## src/rtl/ds3po_pkg.sv

```systemverilog
package ds3po_pkg;
  typedef enum logic {
    FMT_SERIAL = 1'b0,
    FMT_NIBBLE = 1'b1
  } out_fmt_e;
endpackage

```

## src/rtl/ds3po_frame_pos.sv

```systemverilog
// Tracks the bit position inside the M-frame as (bit-in-block, block).
module ds3po_frame_pos #(
  parameter int BLOCK_LEN = 85,
  parameter int BLOCKS    = 56
) (
  input  logic clk,
  input  logic rst,
  input  logic frame_start,
  output logic active,
  output logic at_ovh,
  output logic at_start
);
  localparam int BW = $clog2(BLOCK_LEN);
  localparam int KW = $clog2(BLOCKS);
  localparam logic [BW-1:0] BIT_LAST = BW'(BLOCK_LEN - 1);
  localparam logic [KW-1:0] BLK_LAST = KW'(BLOCKS - 1);

  logic [BW-1:0] bit_q, bit_cur;
  logic [KW-1:0] blk_q, blk_cur;
  logic          sync_q;

  // A frame-start pulse overrides the expected position.
  assign bit_cur  = frame_start ? '0 : bit_q;
  assign blk_cur  = frame_start ? '0 : blk_q;
  assign active   = sync_q | frame_start;
  assign at_ovh   = active && (bit_cur == '0);
  assign at_start = at_ovh && (blk_cur == '0);

  always_ff @(posedge clk) begin
    if (rst) begin
      bit_q  <= '0;
      blk_q  <= '0;
      sync_q <= 1'b0;
    end else if (active) begin
      sync_q <= 1'b1;
      if (bit_cur == BIT_LAST) begin
        bit_q <= '0;
        blk_q <= (blk_cur == BLK_LAST) ? '0 : blk_cur + 1'b1;
      end else begin
        bit_q <= bit_cur + 1'b1;
        blk_q <= blk_cur;
      end
    end
  end
endmodule

```

## src/rtl/ds3po_serial_path.sv

```systemverilog
// Registered pass-through of line bits with overhead and frame flags.
module ds3po_serial_path (
  input  logic clk,
  input  logic rst,
  input  logic active,
  input  logic fmt_nib,
  input  logic at_ovh,
  input  logic at_start,
  input  logic din,
  output logic ser_data,
  output logic ser_ovh,
  output logic ser_frm
);
  always_ff @(posedge clk) begin
    if (rst) begin
      ser_data <= 1'b0;
      ser_ovh  <= 1'b0;
      ser_frm  <= 1'b0;
    end else if (active) begin
      ser_data <= !fmt_nib && din;
      ser_ovh  <= !fmt_nib && at_ovh;
      ser_frm  <= !fmt_nib && at_start;
    end
  end
endmodule

```

## src/rtl/ds3po_nibble_pack.sv

```systemverilog
// Drops overhead bits, packs payload MSB-first and issues one clock pulse
// per packed word, one cycle after the word is loaded.
module ds3po_nibble_pack #(
  parameter int NIB_W = 4
) (
  input  logic             clk,
  input  logic             rst,
  input  logic             active,
  input  logic             fmt_nib,
  input  logic             at_ovh,
  input  logic             at_start,
  input  logic             din,
  output logic [NIB_W-1:0] nib_data,
  output logic             nib_clk,
  output logic             nib_frm
);
  localparam int PW = $clog2(NIB_W);
  localparam logic [PW-1:0] PH_LAST = PW'(NIB_W - 1);

  logic [NIB_W-2:0] shf_q;
  logic [PW-1:0]    ph_q;
  logic             first_q;
  logic             pend_q;

  always_ff @(posedge clk) begin
    if (rst) begin
      shf_q    <= '0;
      ph_q     <= '0;
      first_q  <= 1'b0;
      pend_q   <= 1'b0;
      nib_data <= '0;
      nib_clk  <= 1'b0;
      nib_frm  <= 1'b0;
    end else if (active) begin
      nib_clk <= pend_q;
      pend_q  <= 1'b0;
      if (fmt_nib) begin
        if (at_ovh) begin
          ph_q <= '0;
          if (at_start) first_q <= 1'b1;
        end else begin
          shf_q <= {shf_q[NIB_W-3:0], din};
          if (ph_q == PH_LAST) begin
            nib_data <= {shf_q, din};
            pend_q   <= 1'b1;
            nib_frm  <= first_q;
            first_q  <= 1'b0;
            ph_q     <= '0;
          end else begin
            ph_q <= ph_q + 1'b1;
          end
        end
      end else begin
        nib_frm <= 1'b0;
        // Keep a just-loaded word until its pulse has been issued.
        if (!pend_q) nib_data <= '0;
      end
    end
  end
endmodule

```

## src/rtl/ds3po_rx_out.sv

```systemverilog
module ds3po_rx_out #(
  parameter int BLOCK_LEN = 85,
  parameter int BLOCKS    = 56,
  parameter int NIB_W     = 4
) (
  input  logic             clk,
  input  logic             rst,
  input  logic             mode_sel,
  input  logic             rx_bit,
  input  logic             rx_frame_start,
  output logic             ser_data,
  output logic             ser_ovh,
  output logic [NIB_W-1:0] nib_data,
  output logic             nib_clk,
  output logic             frame_mark
);
  import ds3po_pkg::*;

  logic     active, at_ovh, at_start;
  logic     ser_frm, nib_frm;
  out_fmt_e mode_q, fmt_now;

  ds3po_frame_pos #(.BLOCK_LEN(BLOCK_LEN), .BLOCKS(BLOCKS)) u_pos (
    .clk        (clk),
    .rst        (rst),
    .frame_start(rx_frame_start),
    .active     (active),
    .at_ovh     (at_ovh),
    .at_start   (at_start)
  );

  // The requested format applies from the boundary on.
  assign fmt_now = at_start ? out_fmt_e'(mode_sel) : mode_q;

  always_ff @(posedge clk) begin
    if (rst)           mode_q <= FMT_SERIAL;
    else if (at_start) mode_q <= out_fmt_e'(mode_sel);
  end

  ds3po_serial_path u_ser (
    .clk     (clk),
    .rst     (rst),
    .active  (active),
    .fmt_nib (fmt_now == FMT_NIBBLE),
    .at_ovh  (at_ovh),
    .at_start(at_start),
    .din     (rx_bit),
    .ser_data(ser_data),
    .ser_ovh (ser_ovh),
    .ser_frm (ser_frm)
  );

  ds3po_nibble_pack #(.NIB_W(NIB_W)) u_nib (
    .clk     (clk),
    .rst     (rst),
    .active  (active),
    .fmt_nib (fmt_now == FMT_NIBBLE),
    .at_ovh  (at_ovh),
    .at_start(at_start),
    .din     (rx_bit),
    .nib_data(nib_data),
    .nib_clk (nib_clk),
    .nib_frm (nib_frm)
  );

  // Only one of the two sources can be set in a given cycle.
  assign frame_mark = ser_frm | nib_frm;
endmodule


```

## config.mk

```make
export PLATFORM = sky130hd
export DESIGN_NAME = ds3po_rx_out
export DESIGN_NICKNAME = d
export VERILOG_FILES = /design/src/rtl/ds3po_pkg.sv /design/src/rtl/ds3po_frame_pos.sv /design/src/rtl/ds3po_serial_path.sv /design/src/rtl/ds3po_nibble_pack.sv /design/src/rtl/ds3po_rx_out.sv
export SDC_FILE = /design/constraint.sdc
export NUM_CORES = 1
export LEC_CHECK = 0
export ABC_AREA = 0
export BUFFER_PORTS_ARGS = -buffer_cell sky130_fd_sc_hd__clkbuf_2
export CELL_PAD_IN_SITES_DETAIL_PLACEMENT = 0
export CELL_PAD_IN_SITES_GLOBAL_PLACEMENT = 1
export CORE_MARGIN = 2
export CORE_UTILIZATION = 46
export CTS_BUF_LIST = sky130_fd_sc_hd__clkbuf_8
export DETAILED_ROUTE_END_ITERATION = 7
export PLACE_DENSITY = 0.78
export REMOVE_ABC_BUFFERS = 1
export SETUP_SLACK_MARGIN = 0.2
export SYNTH_ARGS = -nofsm -noshare
export SYNTH_HDL_FRONTEND = slang
export SYNTH_SLANG_ARGS = --single-unit
```

## constraint.sdc

```tcl
create_clock -name clk -period 4 [get_ports clk]
set_clock_uncertainty 0.15 [all_clocks]
set_input_delay 0.8 -clock clk [delete_from_list [all_inputs] [get_ports clk]]
set_output_delay 0.8 -clock clk [all_outputs]
set_load 0.01 [all_outputs]
```

### Word-level counts from Yosys, hierarchy flattened

Cells that the tools add are included.

* register bits after elaboration: 31
* bits of input ports: 5
* output and inout port bits: 8
* logic and storage cells: 62

* add/subtract/negate cells: 3
* eq/ne operators: 7
* multiplexer cells: 21
* bitwise logic cells: 3
* reduce and logical (&&, ||, !) cells: 14

Operators with widths (count)
* $mux W6: 3
* $mux W4: 4
* $mux W7: 2
* $mux W1: 10
* $reduce_and A4 Y1: 2
* $add A7 B1 Y7 const B: 1
* $eq A7 B7 Y1 const B: 1
* $logic_not A7 Y1: 1
* $add A6 B1 Y6 const B: 1
* $eq A6 B6 Y1 const B: 1
* $logic_not A6 Y1: 1
* $reduce_and A3 Y1: 2
* $logic_and A1 B1 Y1: 5
* $mux W2: 2
* $ne A2 B1 Y1 const B: 2
* $ne A2 B2 Y1 const B: 2
* $add A2 B1 Y2 const B: 1
* $eq A2 B2 Y1 const B: 1
* $or A1 B1 Y1: 2
* $reduce_and A2 Y1: 1
* $reduce_bool A2 Y1: 1
* $logic_not A1 Y1: 1
* $not A1 Y1: 1

### Longest topological paths before layout

Gate-level depths: netlist (run 1).

* depth after elaboration: 7
* depth in mapped cells: 11
* mapped depth without buffers: 9

### By module

From an unflattened synthesis (run 1), not the netlist that was laid out.

* cells, all modules: 174
* area, all modules: 1507.7 um^2

Modules (own cells, without submodules)
* ds3po_frame_pos: instances 1, cells an instance 107, area each 815.8 um^2, sequential area each 280.3 um^2
* ds3po_nibble_pack: instances 1, cells an instance 51, area each 520.5 um^2, sequential area each 260.2 um^2
* ds3po_serial_path: instances 1, cells an instance 12, area each 116.4 um^2, sequential area each 60.1 um^2
* ds3po_rx_out: instances 1, cells an instance 4, area each 55.1 um^2, sequential area each 20.0 um^2

### Worst setup path after synthesis (run 1)

OpenSTA, ideal clock, no wires.

* path type: input to register
* from: input rx_frame_start
* to: register u_nib.nib_data[0]
* setup time: 72 ps
* arrival time: 3201 ps
* required time: 3778 ps
* path slack: 577 ps
* stages on the path: 10
* path buffers: 2
* cells stage by stage: clkbuf_1 -> clkbuf_1 -> inv_1 -> nand2_1 -> ha_1 -> nor3b_4 -> a32oi_2 -> or4_1 -> a31oi_4 -> mux2i_1

* cells in the longest elaborated chain, start to end: 7
* elaborated cells on any way between the ends: 13
* classes of those cells: eq/ne (3); mux (4); bitwise (1); reduce/logical (5)

RTL lines
* start: declaration: RTL line ds3po_rx_out.sv:10 `input logic rx_frame_start,`
* $mux W7: RTL line ds3po_frame_pos.sv:23 `assign bit_cur = frame_start ? '0 : bit_q;`
* $logic_not A7 Y1: RTL line ds3po_frame_pos.sv:26 `assign at_ovh = active && (bit_cur == '0);`
* $logic_and A1 B1 Y1: RTL line ds3po_frame_pos.sv:26
* $logic_and A1 B1 Y1: RTL line ds3po_frame_pos.sv:27 `assign at_start = at_ovh && (blk_cur == '0);`
* $mux W1
* $ne A2 B2 Y1 (no line) or $ne A2 B1 Y1 (tied branches)
* $reduce_and A4 Y1 (no line)
* end signal: assignment: RTL line ds3po_nibble_pack.sv:44 `nib_data <= {shf_q, din};`
* end: declaration: RTL line ds3po_nibble_pack.sv:13 `output logic [NIB_W-1:0] nib_data,`

Several ways; a longest one is shown, not always the timed one.
A chain may end at the register's enable or synchronous reset.

### Worst setup path after layout (run 1)

* from: input rx_frame_start
* to: register u_nib.nib_frm

* cells in the longest elaborated chain, start to end: 7
* elaborated cells on any way between the ends: 12
* classes of those cells: eq/ne (2); mux (4); bitwise (1); reduce/logical (5)

RTL lines
* $mux W7: RTL line ds3po_frame_pos.sv:23
* $logic_not A7 Y1: RTL line ds3po_frame_pos.sv:26
* $logic_and A1 B1 Y1: RTL line ds3po_frame_pos.sv:26
* $logic_and A1 B1 Y1: RTL line ds3po_frame_pos.sv:27
* $mux W1
* $ne A2 B1 Y1 (no line) or $ne A2 B2 Y1 (tied branches)
* $reduce_and A3 Y1 (no line)
* end signal: assignment: RTL line ds3po_nibble_pack.sv:46 `nib_frm <= first_q;`
* end: declaration: RTL line ds3po_nibble_pack.sv:15 `output logic nib_frm`

Several ways; a longest one is shown, not always the timed one.

==> flow_summary_export.csv, run 1 <==
group,metric,value,unit
sta,final_min_period_over_clock_period,0.734,
sta,tightestPinTransition,0.810,ns
sta,hold_viol,0,
pwr,total_leakage_power,0.000724,uW
die,dieArea,0.00405,mm^2
hold_path,holdCritPathClass,"register to register",
route,first_iter_violations,111,
hold_path,min_from,"u_ser.ser_data$_SDFFE_PP0P_",
grt,gr-usage-met2,0.301,
synth,syn_inst,197,
sta,finalCriticalPeriod,2.94,ns
die,core_area,0.00339,mm^2
pwr,ir_drop,0.000251,V
placed_design,place.gp.congestion,0.857,
finish,post_route_cells_drive_above_1_share,0.140,
finish,final_nets,216,
synth,yosysSeqAreaShare,0.379,
synth,post_synthesis_cell_area,0.00164,mm^2
placed_design,dp_hpwl,2.45,mm
die,design.portCount,13,
die,starting_density,0.483,
pwr,power_density,391,mW/mm^2
clock_network,htree_levels,2,
placed_design,placed_cell_area,0.00172,mm^2
synth,synth_top_cell_area_share,0.379,
setup_path,worst_path_arrival_time,3.00,ns
route,route.detailed.vias_per_inst,5.61,
setup_path,timing.critical_path.slowest_cell_delay,0.51,ns
clock_network,clk_root_buffer_cell,"clkbuf_8",
sta,fin_setup_tns,0,ns
clock_network,post_cts.repair.setup_buffers,0,
run,max_cap_violations,0,
sta,final-max-slew-violation-count,0,
route,routed_wirelength,3.46,mm
sta,slew_headroom,0.458,
setup_path,critical-path-slowest-cell,"or4_1",
finish,layout-area-overhead-vs-synth,12.3,%
grt,grt_pass1_vias,1312,
setup_path,required,4.06,ns
route,dr_total_vias,1419,
setup_path,reg2reg_from,"u_pos.bit_q[0]$_SDFFE_PP0P_",
clock_network,maximum_buffer_depth_of_the_clock_tree,2,
setup_path,worstSetupStartpointType,"input pin",
synth,synthDistinctLibCells,42,
clock_network,number_of_clock_buffers_inserted_by_tritoncts,5,
synth,ys.warnings.count,0,
synth,post_synth.cell_area_avg,8.31,um^2
grt,grt_pass1_wl,6.08,mm
setup_path,crit_type,"input pin to register",
finish,layout.cell_area.non_filler,0.00184,mm^2
placed_design,io_buffers,12,
setup_path,timing.reg2reg.setup_slack,1.52,ns
grt,grt_max_degree,38,
clock_network,post_cts_hold_buffer_count,0,
pwr,totalPowerFinal,719,uW
finish,number_of_antenna_repair_diodes,0,
setup_path,crit_path_end_kind,"register",
grt,global_route_track_usage_on_met1,0.248,
setup_path,timing.critical_path.max_delay_family,"simple AND/OR/NAND/NOR gates",
die,die_height,63.7,um
die,die_x,63.7,um
synth,synth.ff_latch_count,31,
clock_network,resized_after_cts,0,
grt,initial_antenna_violation_count,0,
clock_network,worstSkewPairLatency,0.29,ns
grt,top_usage_layer,"met2",
finish,finalCoreUtilization,0.543,
finish,finalNonFillerCells,253,
grt,global_route.overflow_total,0,
hold_path,hold-path-endpoint,"u_ser.ser_data$_SDFFE_PP0P_",
route,routed_wire_length_per_instance,13.7,um
synth,area_contributors_post_synth,"dfxtp_1, a21oi_1, nor2_1",
grt,gr-usage-all-layers,0.193,
sta,setup_viol_count_final,0,
setup_path,r2r.worst_path.cells,7,
sta,rsz0062_at_grt,"no",
outcome,status,"completed",
setup_path,worstReg2RegEnd,"u_nib.nib_data[0]$_SDFFE_PP0P_",
route,drt_drc,0,
die,placement_rows,21,
hold_path,min_path_cells,2,
clock_network,clkSinkCount,31,
grt,grtUsageMet3,0.0482,
placed_design,place_inst,245,
route,first_pass_iters,4,
setup_path,biggest_fanout_along_the_worst_timing_path,11,
sta,fmax,0.340,GHz
setup_path,path_cells,"clkbuf_2 > inv_1 > nand2_1 > ha_1 > nor3b_4 > a32oi_2 > nor3_1 > buf_4 > or4_1 > a31oi_1",
route,final_antenna_net_count,0,
setup_path,critPathBufInv,3,
synth,yosysTopAreaCell,"dfxtp_1",
clock_network,clk_transition_reported_paths,0.07,ns
clock_network,tritoncts,"built",
-- cell families after synthesis --
family          share of synthesized area
fa+ha+maj                          0.0382
buf+inv                            0.0550
simple gates                        0.293
flops                               0.379
mux                                0.0428
compound gates                      0.187
xor+xnor                          0.00535
-- flip-flops by register name, indices dropped and copies added, names as in the netlist --
signal,cells
u_ser.ser_ovh,1
u_ser.ser_data,1
u_nib.nib_data,4
u_nib.nib_frm,1
u_pos.bit_q,7
u_pos.sync_q,1
u_nib.first_q,1
u_nib.pend_q,1
u_ser.ser_frm,1
u_nib.ph_q,2
u_nib.shf_q,3
u_pos.blk_q,6
u_nib.nib_clk,1
mode_q,1
-- worst min-delay path: cells and delay by family (launching register included) --
| kind | cells | cell delay [ns] |
|---|---|---|
| flops | 1 | 0.31 |
| simple gates | 1 | 0.05 |
| compound gates | 1 | 0.05 |
-- worst max-delay path by stage --
stage                         from                              to  slack, ns  depth (start not counted)
finish              rx_frame_start      u_nib.nib_frm$_SDFFE_PP0P_       1.06                         10
global route        rx_frame_start  u_nib.nib_data[0]$_SDFFE_PP0P_       0.90                         10
CTS                 rx_frame_start  u_nib.nib_data[0]$_SDFFE_PP0P_       1.05                          9
detailed placement  rx_frame_start  u_nib.nib_data[0]$_SDFFE_PP0P_       0.77                          9
global placement    rx_frame_start      u_nib.nib_frm$_SDFFE_PP0P_       0.91                         10
floorplan           rx_frame_start      u_nib.first_q$_SDFFE_PP0P_       1.12                          8
-- metrics by stage --
stage	hold slack [ns]	setup WS, ns
2_1_floorplan	0.285	1.12
3_3_place_gp	0.290	0.910
3_5_place_dp	0.299	0.766
4_1_cts	0.306	1.05
5_1_grt	0.329	0.901
6_report	0.303	1.06
-- cell usage after synthesis (all sizes together) --
library cell,count
clkbuf,12
o21ai,11
nand2,16
and3,3
a211oi,1
nor3,6
and2,1
a31oi,4
a311oi,1
nand2b,6
or4b,4
nor4,2
buf,1
and3b,1
and4b,4
xnor2,1
nand4,1
dfxtp,31
a21oi,17
nor2,20
o221ai,1
or3,2
a32o,1
o211ai,1
or2,3
o211a,1
nor2b,3
mux2i,7
nor3b,3
a211o,2
inv,9
or4,2
a22oi,2
a32oi,2
o22ai,1
nand3b,2
ha,5
o21ba,1
nand3,6
-- metal layers --
layer | up-vias | wire [um]
met1 | 671 | 1600
met4 | 0 | 105
met2 | 13 | 1670
met5 | - | 0
met3 | 8 | 84
li1 | 727 | -
-- placed cells by master (no fill, tap or decap), types with 3 or more instances in the layout --
master and instances:
and4b_1 4, clkbuf_2 12, mux2i_1 7, inv_1 9
nand2b_1 6, a21oi_1 17, nor3_1 6, dfxtp_1 31
a31oi_1 3, o21ai_0 11, buf_4 3, nor2b_1 3
clkbuf_8 6, nand2_1 16, or4b_1 4, and3_1 3
or2_2 3, nand3_1 6, nor2_1 20, ha_1 5
-- power by group --
group          switching (uW)  internal, uW
combinational            43.8          28.9
clock                     120           201
sequential               7.67           317
-- cell type report --
| class | count | area [um^2] |
|---|---|---|
| sequential | 31 | 621 |
| clock buffer | 6 | 82.6 |
| tap | 46 | 57.6 |
| timing repair buffer | 15 | 82.6 |
| fill | 331 | 1550 |
| multi-input combinational | 144 | 927 |
| clock inverter | 2 | 35.0 |
| inverter | 9 | 33.8 |
Note: power is estimated with default switching activity, not from simulation.
==> run 2, diff against run 1 <==
--- a/config.mk
+++ b/config.mk
@@ -10,10 +10,10 @@
 export CELL_PAD_IN_SITES_DETAIL_PLACEMENT = 0
 export CELL_PAD_IN_SITES_GLOBAL_PLACEMENT = 1
 export CORE_MARGIN = 2
-export CORE_UTILIZATION = 46
+export CORE_UTILIZATION = 42
 export CTS_BUF_LIST = sky130_fd_sc_hd__clkbuf_8
 export DETAILED_ROUTE_END_ITERATION = 7
-export PLACE_DENSITY = 0.78
+export PLACE_DENSITY = 0.75
 export REMOVE_ABC_BUFFERS = 1
 export SETUP_SLACK_MARGIN = 0.2
 export SYNTH_ARGS = -nofsm -noshare
==> constraint.sdc (replaced) <==
create_clock -name clk -period 2.5 [get_ports clk]
set_clock_uncertainty 0.15 [all_clocks]
set_input_delay 0.5 -clock clk [delete_from_list [all_inputs] [get_ports clk]]
set_output_delay 0.5 -clock clk [all_outputs]
set_load 0.01 [all_outputs]
==> flow_summary_export.csv, run 2 (same netlist as run 1, synthesis figures left out) <==
group,metric,value,unit
route,dr_total_vias,1466,
route,routed_wirelength,3.73,mm
sta,final-max-slew-violation-count,0,
die,starting_density,0.441,
finish,largest_register,"u_pos.bit_q",
finish,largest_reg_flops,7,
setup_path,crit_path_end_kind,"register",
die,dieArea,0.00441,mm^2
die,design.portCount,13,
route,first_iter_violations,108,
setup_path,worstSetupStartpointType,"input pin",
clock_network,clk_root_buffer_cell,"clkbuf_8",
clock_network,maximum_buffer_depth_of_the_clock_tree,2,
finish,reg_top3,"u_pos.bit_q x7, u_pos.blk_q x6, u_nib.nib_data x4",
finish,final_nets,226,
die,die_x,66.4,um
grt,grt_max_degree,27,
clock_network,number_of_clock_buffers_inserted_by_tritoncts,5,
grt,global_route.overflow_total,0,
setup_path,critical-path-slowest-cell,"or4_1",
pwr,total_leakage_power,0.000775,uW
finish,finalCoreUtilization,0.524,
die,placement_rows,22,
setup_path,critPathBufInv,2,
setup_path,path_cells,"buf_6 > inv_2 > nand2_2 > ha_4 > nor3b_4 > a32oi_2 > nor3_2 > or4_1 > a31oi_1",
setup_path,worst_path_arrival_time,2.29,ns
hold_path,holdCritPathClass,"register to register",
outcome,status,"completed",
sta,tightestPinTransition,0.581,ns
sta,hold_viol,0,
finish,final_common_cell,"dfxtp_1",
sta,final_min_period_over_clock_period,0.894,
route,route.detailed.vias_per_inst,5.53,
clock_network,clk_transition_reported_paths,0.07,ns
grt,grt_pass1_vias,1366,
pwr,power_density,591,mW/mm^2
grt,gr-usage-all-layers,0.184,
setup_path,timing.critical_path.max_delay_family,"simple AND/OR/NAND/NOR gates",
placed_design,place.gp.congestion,0.883,
route,drt_drc,0,
setup_path,biggest_fanout_along_the_worst_timing_path,11,
grt,grt_pass1_wl,6.13,mm
clock_network,tritoncts,"built",
route,routed_wire_length_per_instance,14.1,um
clock_network,post_cts_hold_buffer_count,0,
die,die_height,66.4,um
sta,hold_slack,0.300,ns
sta,finalCriticalPeriod,2.24,ns
pwr,ir_drop,0.000290,V
sta,rsz0062_at_grt,"yes",
sta,fmax,0.447,GHz
setup_path,timing.critical_path.slowest_cell_delay,0.53,ns
grt,initial_antenna_violation_count,0,
clock_network,htree_levels,2,
die,core_area,0.00372,mm^2
finish,post_route_cells_drive_above_1_share,0.221,
placed_design,io_buffers,12,
sta,slew_headroom,0.609,
clock_network,worstSkewPairLatency,0.29,ns
finish,number_of_antenna_repair_diodes,0,
placed_design,dp_hpwl,2.72,mm
route,first_pass_iters,4,
sta,setup_viol_count_final,0,
finish,layout.cells.most_common_list,"dfxtp_1, nor2_1, a21oi_1, nand2_1, buf_4",
run,max_cap_violations,0,
clock_network,clkSinkCount,31,
route,final_antenna_net_count,0,
setup_path,required,2.56,ns
finish,layout-area-overhead-vs-synth,18.9,%
setup_path,crit_type,"input pin to register",
run 2: cell count changes in the layout (fill, tap and decap cells not counted), moves of 2 or more:
cell     before  now
buf_4         3   13
nand2_2       0    2
dfxtp_1      31   29
nand2_1      16   14
dfxtp_2       0    2
run 2: final cells by class:
cell class | instances | area (um^2)
clock inverter | 3 | 43.8
inverter | 9 | 33.8
tap | 48 | 60.1
clock buffer | 5 | 68.8
sequential | 31 | 623
fill | 364 | 1770
timing repair buffer | 25 | 164
multi-input combinational | 144 | 955
run 2: path summary, 6_finish.rpt:
check | slack, ns | cells past startpoint | to | from
max | 0.26 | 9 | u_nib.nib_frm$_SDFFE_PP0P_ | rx_frame_start
min reg2reg | 0.30 | 2 | u_nib.nib_clk$_SDFFE_PP0P_ | u_nib.nib_clk$_SDFFE_PP0P_
max reg2reg | 0.28 | 7 | u_nib.nib_data[2]$_SDFFE_PP0P_ | u_pos.bit_q[1]$_SDFFE_PP0P_
min | 0.30 | 2 | u_nib.nib_clk$_SDFFE_PP0P_ | u_nib.nib_clk$_SDFFE_PP0P_
run 2: through the flow:
| stage | setup TNS (ns) | power [uW] | instance area, um^2 | setup WS, ns | cells |
|---|---|---|---|---|---|
| 6_report | 0 | 1150 | 1950 | 0.264 | 265 |
| 2_1_floorplan | -0.154 | 602 | 1580 | -0.0809 | 184 |
| 5_1_grt | 0 | 1200 | 1950 | 0.159 | 265 |
| 3_5_place_dp | -1.60 | 661 | 1790 | -0.246 | 256 |
| 3_3_place_gp | -1.00 | 657 | 1790 | -0.182 | 256 |
| 4_1_cts | 0 | 1150 | 1910 | 0.225 | 264 |
run 2: timing repair:
item                                    in CTS  in global routing
pin swaps                                    0                  4
gates resized for setup                      1                 11
buffers inserted                             0                  1
endpoints found under the setup margin      10                  9
run 2: layer usage:
layer | up-vias | global-route usage | wire length [um]
met4 | 0 | 0.0689 | 62
met1 | 699 | 0.214 | 1680
met3 | 6 | 0.0460 | 107
met2 | 19 | 0.323 | 1880
met5 | - | 0 | 0
li1 | 742 | - | -
run 2: worst reg2reg max path, stage by stage (launching register included):
cell and delay (ns):
dfxtp_2 0.33, nand2_2 0.09, ha_4 0.14, nor3b_4 0.19, a32oi_2 0.18, or4_4 0.56, a31oi_4 0.29, mux2i_1 0.22
run 2: where the power goes:
part	total [uW]	internal (uW)	switching [uW]
Sequential	517	508	9.53
Clock	492	296	195
Combinational	142	62.1	79.7
Total	1150	866	284
